===== config.mk =====
export PLATFORM = sky130hd
export DESIGN_NAME = kcurve_thin
export DESIGN_NICKNAME = d
export VERILOG_FILES = /design/src/rtl/kcurve_pkg.sv /design/src/rtl/kcurve_window.sv /design/src/rtl/kcurve_angle.sv /design/src/rtl/kcurve_ctrl.sv /design/src/rtl/kcurve_thin.sv
export SDC_FILE = /design/constraint.sdc
export NUM_CORES = 2
export LEC_CHECK = 0
export ABC_CLOCK_PERIOD_IN_PS = 60000
export BUFFER_PORTS_ARGS = -buffer_cell sky130_fd_sc_hd__buf_2
export CAP_MARGIN = 20
export CORE_MARGIN = 2
export CORE_UTILIZATION = 50
export CTS_CLUSTER_DIAMETER = 120
export DETAILED_ROUTE_END_ITERATION = 10
export GPL_TIMING_DRIVEN = 0
export HOLD_SLACK_MARGIN = 0.15
export PLACE_DENSITY = 0.65
export SLEW_MARGIN = 30
export SYNTH_ARGS = -nofsm -noshare
export SYNTH_HDL_FRONTEND = slang
export SYNTH_HIERARCHICAL = 1
export SYNTH_SLANG_ARGS = --single-unit
export TNS_END_PERCENT = 50

===== constraint.sdc =====
create_clock -name clk -period 60 [get_ports clk]
set_input_delay 9 -clock clk [delete_from_list [all_inputs] [get_ports clk]]
set_output_delay 9 -clock clk [all_outputs]
set_load 0.01 [all_outputs]

===== src/rtl/kcurve_pkg.sv =====
`timescale 1ns/1ps
package kcurve_pkg;
  // window distance used when the configured value is zero
  localparam int K_DEFAULT = 4;

  // map a raw configured distance onto the supported range
  function automatic int unsigned k_clamp(input int unsigned raw,
                                          input int unsigned kmax,
                                          input int unsigned kdef);
    if (raw == 0) return kdef;
    if (raw > kmax) return kmax;
    return raw;
  endfunction
endpackage


===== src/rtl/kcurve_window.sv =====
`timescale 1ns/1ps
module kcurve_window #(
  parameter int XW   = 9,
  parameter int YW   = 8,
  parameter int KMAX = 9,
  localparam int KW  = $clog2(KMAX + 1)
) (
  input  logic          clk,
  input  logic          rst,
  input  logic          push,
  input  logic [XW-1:0] in_x,
  input  logic [YW-1:0] in_y,
  input  logic [KW-1:0] k,
  output logic [XW-1:0] ctr_x,
  output logic [YW-1:0] ctr_y,
  output logic [XW-1:0] back_x,
  output logic [YW-1:0] back_y
);
  // stored history; the incoming point is the forward tap, so
  // 2*KMAX stored entries plus the live point span the full window
  localparam int DEPTH = 2 * KMAX;
  localparam int IW    = $clog2(DEPTH);

  logic [XW-1:0] hx [DEPTH];
  logic [YW-1:0] hy [DEPTH];
  logic [IW-1:0] ci, bi;

  // data shift chain without reset so it maps onto shift-register primitives
  always_ff @(posedge clk) begin
    if (push) begin
      hx[0] <= in_x;
      hy[0] <= in_y;
      for (int i = 1; i < DEPTH; i++) begin
        hx[i] <= hx[i-1];
        hy[i] <= hy[i-1];
      end
    end
  end

  always_comb begin
    ci     = IW'(int'(k) - 1);
    bi     = IW'(2 * int'(k) - 1);
    ctr_x  = hx[ci];
    ctr_y  = hy[ci];
    back_x = hx[bi];
    back_y = hy[bi];
  end


  k_range_chk: assert property (@(posedge clk) disable iff (rst)
    (int'(k) >= 1) && (int'(k) <= KMAX));
endmodule


===== src/rtl/kcurve_angle.sv =====
`timescale 1ns/1ps
module kcurve_angle #(
  parameter int XW   = 9,
  parameter int YW   = 8,
  parameter int FRAC = 16
) (
  input  logic [XW-1:0] fwd_x,
  input  logic [YW-1:0] fwd_y,
  input  logic [XW-1:0] ctr_x,
  input  logic [YW-1:0] ctr_y,
  input  logic [XW-1:0] bwd_x,
  input  logic [YW-1:0] bwd_y,
  input  logic [FRAC:0] thr_cos2,
  input  logic          thr_obtuse,
  output logic          keep
);
  localparam int DW = ((XW > YW) ? XW : YW) + 1;
  localparam int PW = 2 * DW + 1;
  localparam int CW = 2 * PW + FRAC + 1;

  logic signed [PW-1:0] ax, ay, bx, by, dot;
  logic [PW-1:0] la, lb, mag;
  logic [CW-1:0] lhs, rhs;
  logic          acute;

  always_comb begin
    ax  = PW'($signed({1'b0, fwd_x})) - PW'($signed({1'b0, ctr_x}));
    ay  = PW'($signed({1'b0, fwd_y})) - PW'($signed({1'b0, ctr_y}));
    bx  = PW'($signed({1'b0, bwd_x})) - PW'($signed({1'b0, ctr_x}));
    by  = PW'($signed({1'b0, bwd_y})) - PW'($signed({1'b0, ctr_y}));
    dot = ax * bx + ay * by;
    la  = PW'(ax * ax + ay * ay);
    lb  = PW'(bx * bx + by * by);
    mag = dot[PW-1] ? PW'(-dot) : PW'(dot);
    acute = ~dot[PW-1];
    // squared cosine against threshold without a divider
    lhs = (CW'(mag) * CW'(mag)) << FRAC;
    rhs = CW'(la) * CW'(lb) * CW'(thr_cos2);
    unique case ({acute, thr_obtuse})
      2'b11:   keep = 1'b1;
      2'b10:   keep = (lhs >= rhs);
      2'b01:   keep = (lhs <= rhs);
      default: keep = 1'b0;
    endcase
  end
endmodule


===== src/rtl/kcurve_ctrl.sv =====
`timescale 1ns/1ps
module kcurve_ctrl #(
  parameter int XW   = 9,
  parameter int YW   = 8,
  parameter int KMAX = 9,
  parameter int SKW  = 3,
  localparam int KW  = $clog2(KMAX + 1)
) (
  input  logic          clk,
  input  logic          rst,
  input  logic          in_valid,
  input  logic          in_first,
  input  logic          in_last,
  input  logic [XW-1:0] in_x,
  input  logic [YW-1:0] in_y,
  input  logic [KW-1:0] cfg_k,
  input  logic [XW-1:0] ctr_x,
  input  logic [YW-1:0] ctr_y,
  input  logic          angle_keep,
  output logic [KW-1:0] k_cur,
  output logic          st_we,
  output logic [XW-1:0] st_x,
  output logic [YW-1:0] st_y
);
  localparam int SEENMAX = 2 * KMAX;
  localparam int CNTW    = $clog2(SEENMAX + 1);
  localparam logic [SKW-1:0] SKIPMAX = '1;

  logic [CNTW-1:0] seen;
  logic [SKW-1:0]  skip;
  logic            pend;
  logic [XW-1:0]   pend_x;
  logic [YW-1:0]   pend_y;
  logic [KW-1:0]   k_new;
  logic            enough;

  always_comb begin
    k_new  = KW'(kcurve_pkg::k_clamp(int'(cfg_k), KMAX, kcurve_pkg::K_DEFAULT));
    enough = (seen >= CNTW'(2 * int'(k_cur)));
  end

  always_ff @(posedge clk) begin
    if (rst) begin
      k_cur  <= KW'(kcurve_pkg::K_DEFAULT);
      seen   <= '0;
      skip   <= '0;
      pend   <= 1'b0;
      pend_x <= '0;
      pend_y <= '0;
      st_we  <= 1'b0;
      st_x   <= '0;
      st_y   <= '0;
    end else begin
      st_we <= 1'b0;
      if (pend) begin
        st_we <= 1'b1;
        st_x  <= pend_x;
        st_y  <= pend_y;
        pend  <= 1'b0;
      end
      if (in_valid) begin
        if (in_first) begin
          k_cur <= k_new;
          seen  <= CNTW'(1);
          skip  <= '0;
          st_we <= 1'b1;
          st_x  <= in_x;
          st_y  <= in_y;
        end else begin
          if (int'(seen) < SEENMAX) seen <= seen + 1'b1;
          if (enough) begin
            if (angle_keep || (skip == SKIPMAX)) begin
              st_we <= 1'b1;
              st_x  <= ctr_x;
              st_y  <= ctr_y;
              skip  <= '0;
            end else begin
              skip <= skip + 1'b1;
            end
          end
          if (in_last) begin
            pend   <= 1'b1;
            pend_x <= in_x;
            pend_y <= in_y;
          end
        end
      end
    end
  end


  first_emit_chk: assert property (@(posedge clk) disable iff (rst)
    (in_valid && in_first) |=> (st_we && st_x == $past(in_x) && st_y == $past(in_y)));

  first_clear_chk: assert property (@(posedge clk) disable iff (rst)
    (in_valid && in_first) |=> (skip == '0));

  forced_keep_chk: assert property (@(posedge clk) disable iff (rst)
    (in_valid && !in_first && enough && skip == SKIPMAX) |=> (st_we && skip == '0));

  gap_after_last_chk: assert property (@(posedge clk) disable iff (rst)
    pend |-> !in_valid);

  write_origin_chk: assert property (@(posedge clk) disable iff (rst)
    st_we |-> ($past(in_valid) || $past(pend)));
endmodule


===== src/rtl/kcurve_thin.sv =====
`timescale 1ns/1ps
module kcurve_thin #(
  parameter int XW   = 9,
  parameter int YW   = 8,
  parameter int KMAX = 9,
  parameter int FRAC = 16,
  parameter int SKW  = 3,
  localparam int KW  = $clog2(KMAX + 1)
) (
  input  logic          clk,
  input  logic          rst,
  input  logic          pt_valid,
  input  logic          pt_first,
  input  logic          pt_last,
  input  logic [XW-1:0] pt_x,
  input  logic [YW-1:0] pt_y,
  input  logic [KW-1:0] cfg_k,
  input  logic [FRAC:0] cfg_thr_cos2,
  input  logic          cfg_thr_obtuse,
  output logic          st_we,
  output logic [XW-1:0] st_x,
  output logic [YW-1:0] st_y
);
  logic [KW-1:0] k_cur;
  logic [XW-1:0] ctr_x, back_x;
  logic [YW-1:0] ctr_y, back_y;
  logic          angle_keep;

  kcurve_window #(.XW(XW), .YW(YW), .KMAX(KMAX)) u_window (
    .clk(clk), .rst(rst), .push(pt_valid), .in_x(pt_x), .in_y(pt_y),
    .k(k_cur), .ctr_x(ctr_x), .ctr_y(ctr_y), .back_x(back_x), .back_y(back_y)
  );

  kcurve_angle #(.XW(XW), .YW(YW), .FRAC(FRAC)) u_angle (
    .fwd_x(pt_x), .fwd_y(pt_y), .ctr_x(ctr_x), .ctr_y(ctr_y),
    .bwd_x(back_x), .bwd_y(back_y), .thr_cos2(cfg_thr_cos2),
    .thr_obtuse(cfg_thr_obtuse), .keep(angle_keep)
  );

  kcurve_ctrl #(.XW(XW), .YW(YW), .KMAX(KMAX), .SKW(SKW)) u_ctrl (
    .clk(clk), .rst(rst), .in_valid(pt_valid), .in_first(pt_first),
    .in_last(pt_last), .in_x(pt_x), .in_y(pt_y), .cfg_k(cfg_k),
    .ctr_x(ctr_x), .ctr_y(ctr_y), .angle_keep(angle_keep),
    .k_cur(k_cur), .st_we(st_we), .st_x(st_x), .st_y(st_y)
  );
endmodule


### Word-level counts from Yosys, hierarchy flattened

Memory sizes are Yosys's and may differ from the RTL's.
Cells that the tools add are included.

| word-level totals | value |
|---|---|
| bits in registers | 48 |
| RAM bits | 306 |
| logic and storage cells | 85 |
| memories kept | 2 |

| cells by class | value |
|---|---|
| add/sub/neg operators | 12 |
| multipliers | 9 |
| $lt $le $gt $ge | 5 |
| equal/unequal tests | 4 |
| muxes and demuxes | 32 |
| bitwise logic cells | 3 |
| reduce and logical (&&, ||, !) cells | 9 |

Memory list:

| name | depth | width | rd ports | clocked after Yosys merged registers in | write ports | RTL line | text |
|---|---|---|---|---|---|---|---|
| u_window.hx | 18 | 9 | 19 | 0 | 18 | kcurve_window.sv:24 | `logic [XW-1:0] hx [DEPTH];` |
| u_window.hy | 18 | 8 | 19 | 0 | 18 | kcurve_window.sv:25 | `logic [YW-1:0] hy [DEPTH];` |

Operators by type and width:

| kind | count |
|---|---|
| 21-bit by 21-bit multiplier with 21-bit output | 6 |
| 21-bit by 21-bit multiplier with 42-bit output | 2 |
| 21-bit adder | 3 |
| 58-bit by 59-bit greater-or-equal comparator with 1-bit output | 1 |
| 58-bit by 59-bit less-or-equal comparator with 1-bit output | 1 |
| 42-bit by 17-bit multiplier with 59-bit output | 1 |
| 9-bit 2-to-1 mux | 5 |
| 8-bit 2-to-1 mux | 5 |
| 21-bit 2-to-1 mux | 1 |
| 21-bit negation | 1 |
| 9-bit by 9-bit subtractor with 10-bit output | 2 |
| 8-bit by 8-bit subtractor with 9-bit output | 2 |
| 3-bit 2-to-1 mux | 4 |
| 4-bit 2-to-1 mux | 3 |
| 1-bit 2-to-1 mux | 11 |
| 5-bit 2-to-1 mux | 2 |
| 2-bit AND reduction | 3 |
| 5-bit by 1-bit adder with 5-bit output (second input constant) | 1 |
| 5-bit greater-or-equal comparator | 1 |
| 5-bit < comparator (second input constant) | 1 |
| 4-bit by 1-bit subtractor with 5-bit output (second input constant) | 1 |
| 5-bit by 1-bit subtractor with 5-bit output (second input constant) | 1 |
| 2-bit == test (second input constant) | 2 |
| 4-bit greater-than comparator (second input constant) | 1 |
| 10 further kinds | 13 |

### Logic depth before layout (Yosys ltp)

An unclocked memory read counts as a cell.

| depth | value |
|---|---|
| depth after elaboration | 15 |
| depth in mapped cells | 117 |
| gate-level depth less buffers | 103 |

### Modules after synthesis

Netlist, hierarchy kept.

Modules (own cells, without submodules):

| module | instances | cells an instance | area an instance (um2) | sequential area each (um2) |
|---|---|---|---|---|
| kcurve_angle | 1 | 8370 | 72434.5 | 0.0 |
| kcurve_window | 1 | 597 | 12844.8 | 9188.8 |
| kcurve_ctrl | 1 | 258 | 2312.2 | 960.9 |

### Worst setup path before layout

Ideal clock, no wire load.

| timing | value |
|---|---|
| kind | in2reg |
| start point | input pt_y[0] |
| end point | register u_ctrl.st_x[0] |
| library setup time | 0.128 ns |
| data arrival time | 31.625 ns |
| slack | 28.247 ns |
| stages on the path | 98 |
| path buffers | 5 |
| cells stage by stage | inv_1 ha_1 inv_1 fa_1 a21o_1 a21oi_1 o21bai_1 a21oi_1 o21bai_1 a21oi_1 clkinv_1 clkbuf_1 nor2_1 fa_1 inv_1 fa_1 inv_1 fa_1 [62 not listed] nor4b_1 nor3_1 ha_1 nand4_1 nor3_1 and3_1 nand2_1 or4_1 a2111oi_0 nand4_1 nand3_1 nand3_1 a32o_1 nor2_1 a2111oi_4 buf_6 a221oi_1 nor2_1 |

| on the way | value |
|---|---|
| word-level cells in the longest chain between the ends | 13 |
| elaborated cells on any way between the ends | 22 |
| those cells by class | 4 x add/sub; 5 x mul; 2 x order compare; 3 x eq/ne; 6 x mux; 1 x bitwise; 1 x reduce/logical |

RTL lines:

| element | RTL line | text |
|---|---|---|
| from (decl) | kcurve_thin.sv:16 | `input logic [YW-1:0] pt_y,` |
| 8-bit by 8-bit subtractor with 9-bit output * | kcurve_angle.sv:28 | `ay = PW'($signed({1'b0, fwd_y})) - PW'($signed({1'b0, ctr_y}));` |
| parallel branches: the longest is 6 deep, another holds 42-bit by 17-bit multiplier with 59-bit output | - |  |
| 1-bit case mux with 3 select lines * | kcurve_angle.sv:39 | `unique case ({acute, thr_obtuse})` |
| named net angle_keep | kcurve_thin.sv:27 | `logic angle_keep;` |
| 1-bit logical OR * | kcurve_ctrl.sv:72 | `if (angle_keep \|\| (skip == SKIPMAX)) begin` |
| 9-bit 2-to-1 mux * | kcurve_ctrl.sv:72 |  |
| 9-bit 2-to-1 mux * | kcurve_ctrl.sv:71 | `if (enough) begin` |
| 9-bit 2-to-1 mux * | kcurve_ctrl.sv:62 | `if (in_first) begin` |
| 9-bit 2-to-1 mux * | kcurve_ctrl.sv:61 | `if (in_valid) begin` |
| to (signal assigned) | kcurve_ctrl.sv:57 | `st_x <= pend_x;` |
| to (signal assigned) | kcurve_ctrl.sv:67 | `st_x <= in_x;` |
| to (signal assigned) | kcurve_ctrl.sv:74 | `st_x <= ctr_x;` |
| to (decl) | kcurve_ctrl.sv:22 | `output logic [XW-1:0] st_x,` |

Mark *: on every way through the listed nets, which the timed path passes.
A chain may end at the register's enable or synchronous reset.

### Worst setup path in the final report

| timing | value |
|---|---|
| start point | input pt_y[0] |
| end point | register u_ctrl.st_x[2] |

Same word-level chain as after synthesis.

==> impl_metrics.yaml <==
global_routing:
  grt_max_degree: 99
  track_usage_pct: 28.7
  grt_pass1_wl_um: 396000
  first_global_vias: 69100
  overflow: 0
  grt_antenna_before_repair: 11
synthesis:
  netlist_area_sq_um: 87600
  synth-seq-cells: 354
  synth-seq-area-share_pct: 11.6
  avgSynthCellArea_sq_um: 9.50
  synth_edf_count: 306
  ys.flop_type: "edfxtp_1"
  ys_types: 105
  yosysWarnings: 6
  synthArstFlopShare_pct: 0
  netlist_instances: 9225
clock_tree:
  postCtsSetupRepairBufs: 0
  h-tree-depth: 2
  cts_buffers: 35
  cts_resized: 0
  clockRootBuffer: "clkbuf_16"
  clkTransAtPathRegs_ns: 0.06
  cts_tree: "built"
  cts_max_path_buffers: 3
  clk_latency_ns: 0.54
  cts.sinks: 354
  hold_buffers: 0
timing:
  slew_headroom_pct: 22.5
  setup_viol: 0
  fin_setup_tns_ns: 0
  worst-slew-pin-transition_ns: 1.15
  period_minus_slack_ns: 37.80
  final_max_slew_viol_count: 0
  finClkSkew_ns: 0.0306
  rsz0062_at_grt: "no"
  fmax_ghz: 0.0265
  hold_viol_final: 0
  post-route-period-util_pct: 63.0
critical_path:
  required_ns: 60.44
  crit_type: "input pin to flop"
  crit_top_cell: "fa_1"
  end_kind: "flop"
  crit_path_max_fanout: 10
  crit_slowest_cell: "xnor2_1"
  worst_setup_path_start_kind: "input pin"
  slowest_delay_ns: 0.73
  worstPathArrival_ns: 38.25
route:
  postRouteAntennaNets: 0
  via_per_inst: 5.58
  drc_errors: 0
  finalWirelength_um: 252000
  routedWlPerCell_um: 21.6
  drt-initial-drc-count: 5387
  via_count: 65300
  dr.pass1.iters: 6
placement:
  port_buffers: 57
  gp_congestion: 0.958
  hpwl_um: 212000
  dpl_cell_area_sq_um: 91300
cells_and_area:
  layout_commonest_cell: "inv_1"
  fin_area_sq_um: 92500
  final_cell_mix: "inv_1, fa_1, nand2_1, ha_1, nor2_1"
  finalNetCount: 11900
  area_growth_pct: 5.56
  layout-drive-gt1-share_pct: 4.63
die:
  die_h_um: 423
  ios: 62
  core_area_sq_um: 174000
  die_w_um: 423
  die-area_sq_um: 179000
  fp-row-count: 153
  initial_core_util_pct: 50.3
min_path:
  holdCritPathClass: "flop to flop"
job:
  max-cap-violations: 0
outcome:
  status: "completed"
-- worst paths after layout --
kind                       from                  to  slack, ns  cells past startpoint
max                     pt_y[0]      u_ctrl/st_x[2]      22.20                     97
min          u_window/hy[14][2]  u_window/hy[15][2]       0.44                      0
max reg2reg     u_ctrl/k_cur[0]      u_ctrl/st_x[2]      25.20                     99
min reg2reg  u_window/hy[14][2]  u_window/hy[15][2]       0.44                      0
-- worst max-delay path: cells and delay by family --
family                   cells  cell delay, ns
AO/OA/AOI/OAI               31            8.48
adder cells (fa/ha/maj)     25           10.83
buffers and inverters       19            3.46
XOR/XNOR                     3            1.55
AND/OR/NAND/NOR             19            4.85
-- per-stage QoR --
step,util [%],std cells,setup slack (ns),hold WS (ns)
CTS,53.1,11700,22.60,0.437
detailed placement,52.5,11600,22.16,0.424
finish,53.1,11700,22.20,0.436
global placement,52.2,11600,21.93,0.421
global route,53.1,11700,20.66,0.445
floorplan,-,9238,28.25,0.417
-- metal layers --
| metal | GRT usage (%) | routed length [um] | up-vias |
|---|---|---|---|
| met4 | 11.2 | 12100 | 12 |
| met5 | 0 | 73 | - |
| met1 | 38.2 | 101000 | 33400 |
| met2 | 47.5 | 120000 | 2740 |
| met3 | 3.94 | 18900 | 537 |
| li1 | - | - | 28600 |
-- logic make-up after synthesis --
group,after synthesis,synth area share (%)
fa+ha+maj,2560,51.6
simple gates,2530,12.9
buf+inv,2424,10.6
compound gates,842,6.38
flops,354,11.6
xor+xnor,332,3.35
mux,181,3.60
other cells,2,0.00857
-- synthesized netlist by cell type (15+ instances only) --
library cell | n | area [sq um]
clkbuf_1 | 278 | 1040
a22o_1 | 20 | 175
nor2b_1 | 68 | 425
nor2_1 | 747 | 2800
xor2_1 | 102 | 893
o211ai_1 | 29 | 218
nand2_1 | 1090 | 4090
dfxtp_1 | 48 | 961
o31ai_1 | 15 | 113
or2_2 | 18 | 113
a21boi_0 | 18 | 135
a2111oi_0 | 15 | 131
nand3_1 | 53 | 265
o21ai_0 | 135 | 676
mux2_2 | 36 | 405
nand4_1 | 31 | 194
o21bai_1 | 35 | 263
mux4_2 | 102 | 2300
o21a_1 | 33 | 248
buf_2 | 42 | 210
a21o_1 | 116 | 871
mux2i_1 | 41 | 410
a21oi_1 | 256 | 1280
ha_1 | 801 | 10000
fa_1 | 1759 | 35200
and2_1 | 302 | 1890
a211oi_1 | 23 | 173
nand2b_1 | 49 | 307
a31oi_1 | 26 | 163
a221oi_1 | 19 | 166
xnor2_1 | 226 | 1980
inv_1 | 2061 | 7740
edfxtp_1 | 306 | 9190
and3_1 | 41 | 257
nor3_1 | 51 | 255
-- registers in the layout (all words and copies together), names as in the netlist --
signal,flops
u_ctrl/k_cur,4
u_ctrl/pend,1
u_ctrl/pend_x,9
u_ctrl/pend_y,8
u_ctrl/seen,5
u_ctrl/skip,3
u_ctrl/st_we,1
u_ctrl/st_x,9
u_ctrl/st_y,8
u_window/hx,162
u_window/hy,144
-- area by class of cell --
| type | instances | area, sq um |
|---|---|---|
| antenna | 5 | 12.5 |
| buffer | 340 | 1420 |
| clock buffer | 45 | 945 |
| clock inverter | 18 | 131 |
| fill | 16000 | 81500 |
| inverter | 2084 | 7820 |
| multi-input combinational | 6460 | 68700 |
| sequential | 354 | 10100 |
| tap | 2325 | 2910 |
| timing repair buffer | 61 | 385 |
Power is not shown: default switching activity piles up to over one toggle a cycle in this logic, so the estimate is an artifact.
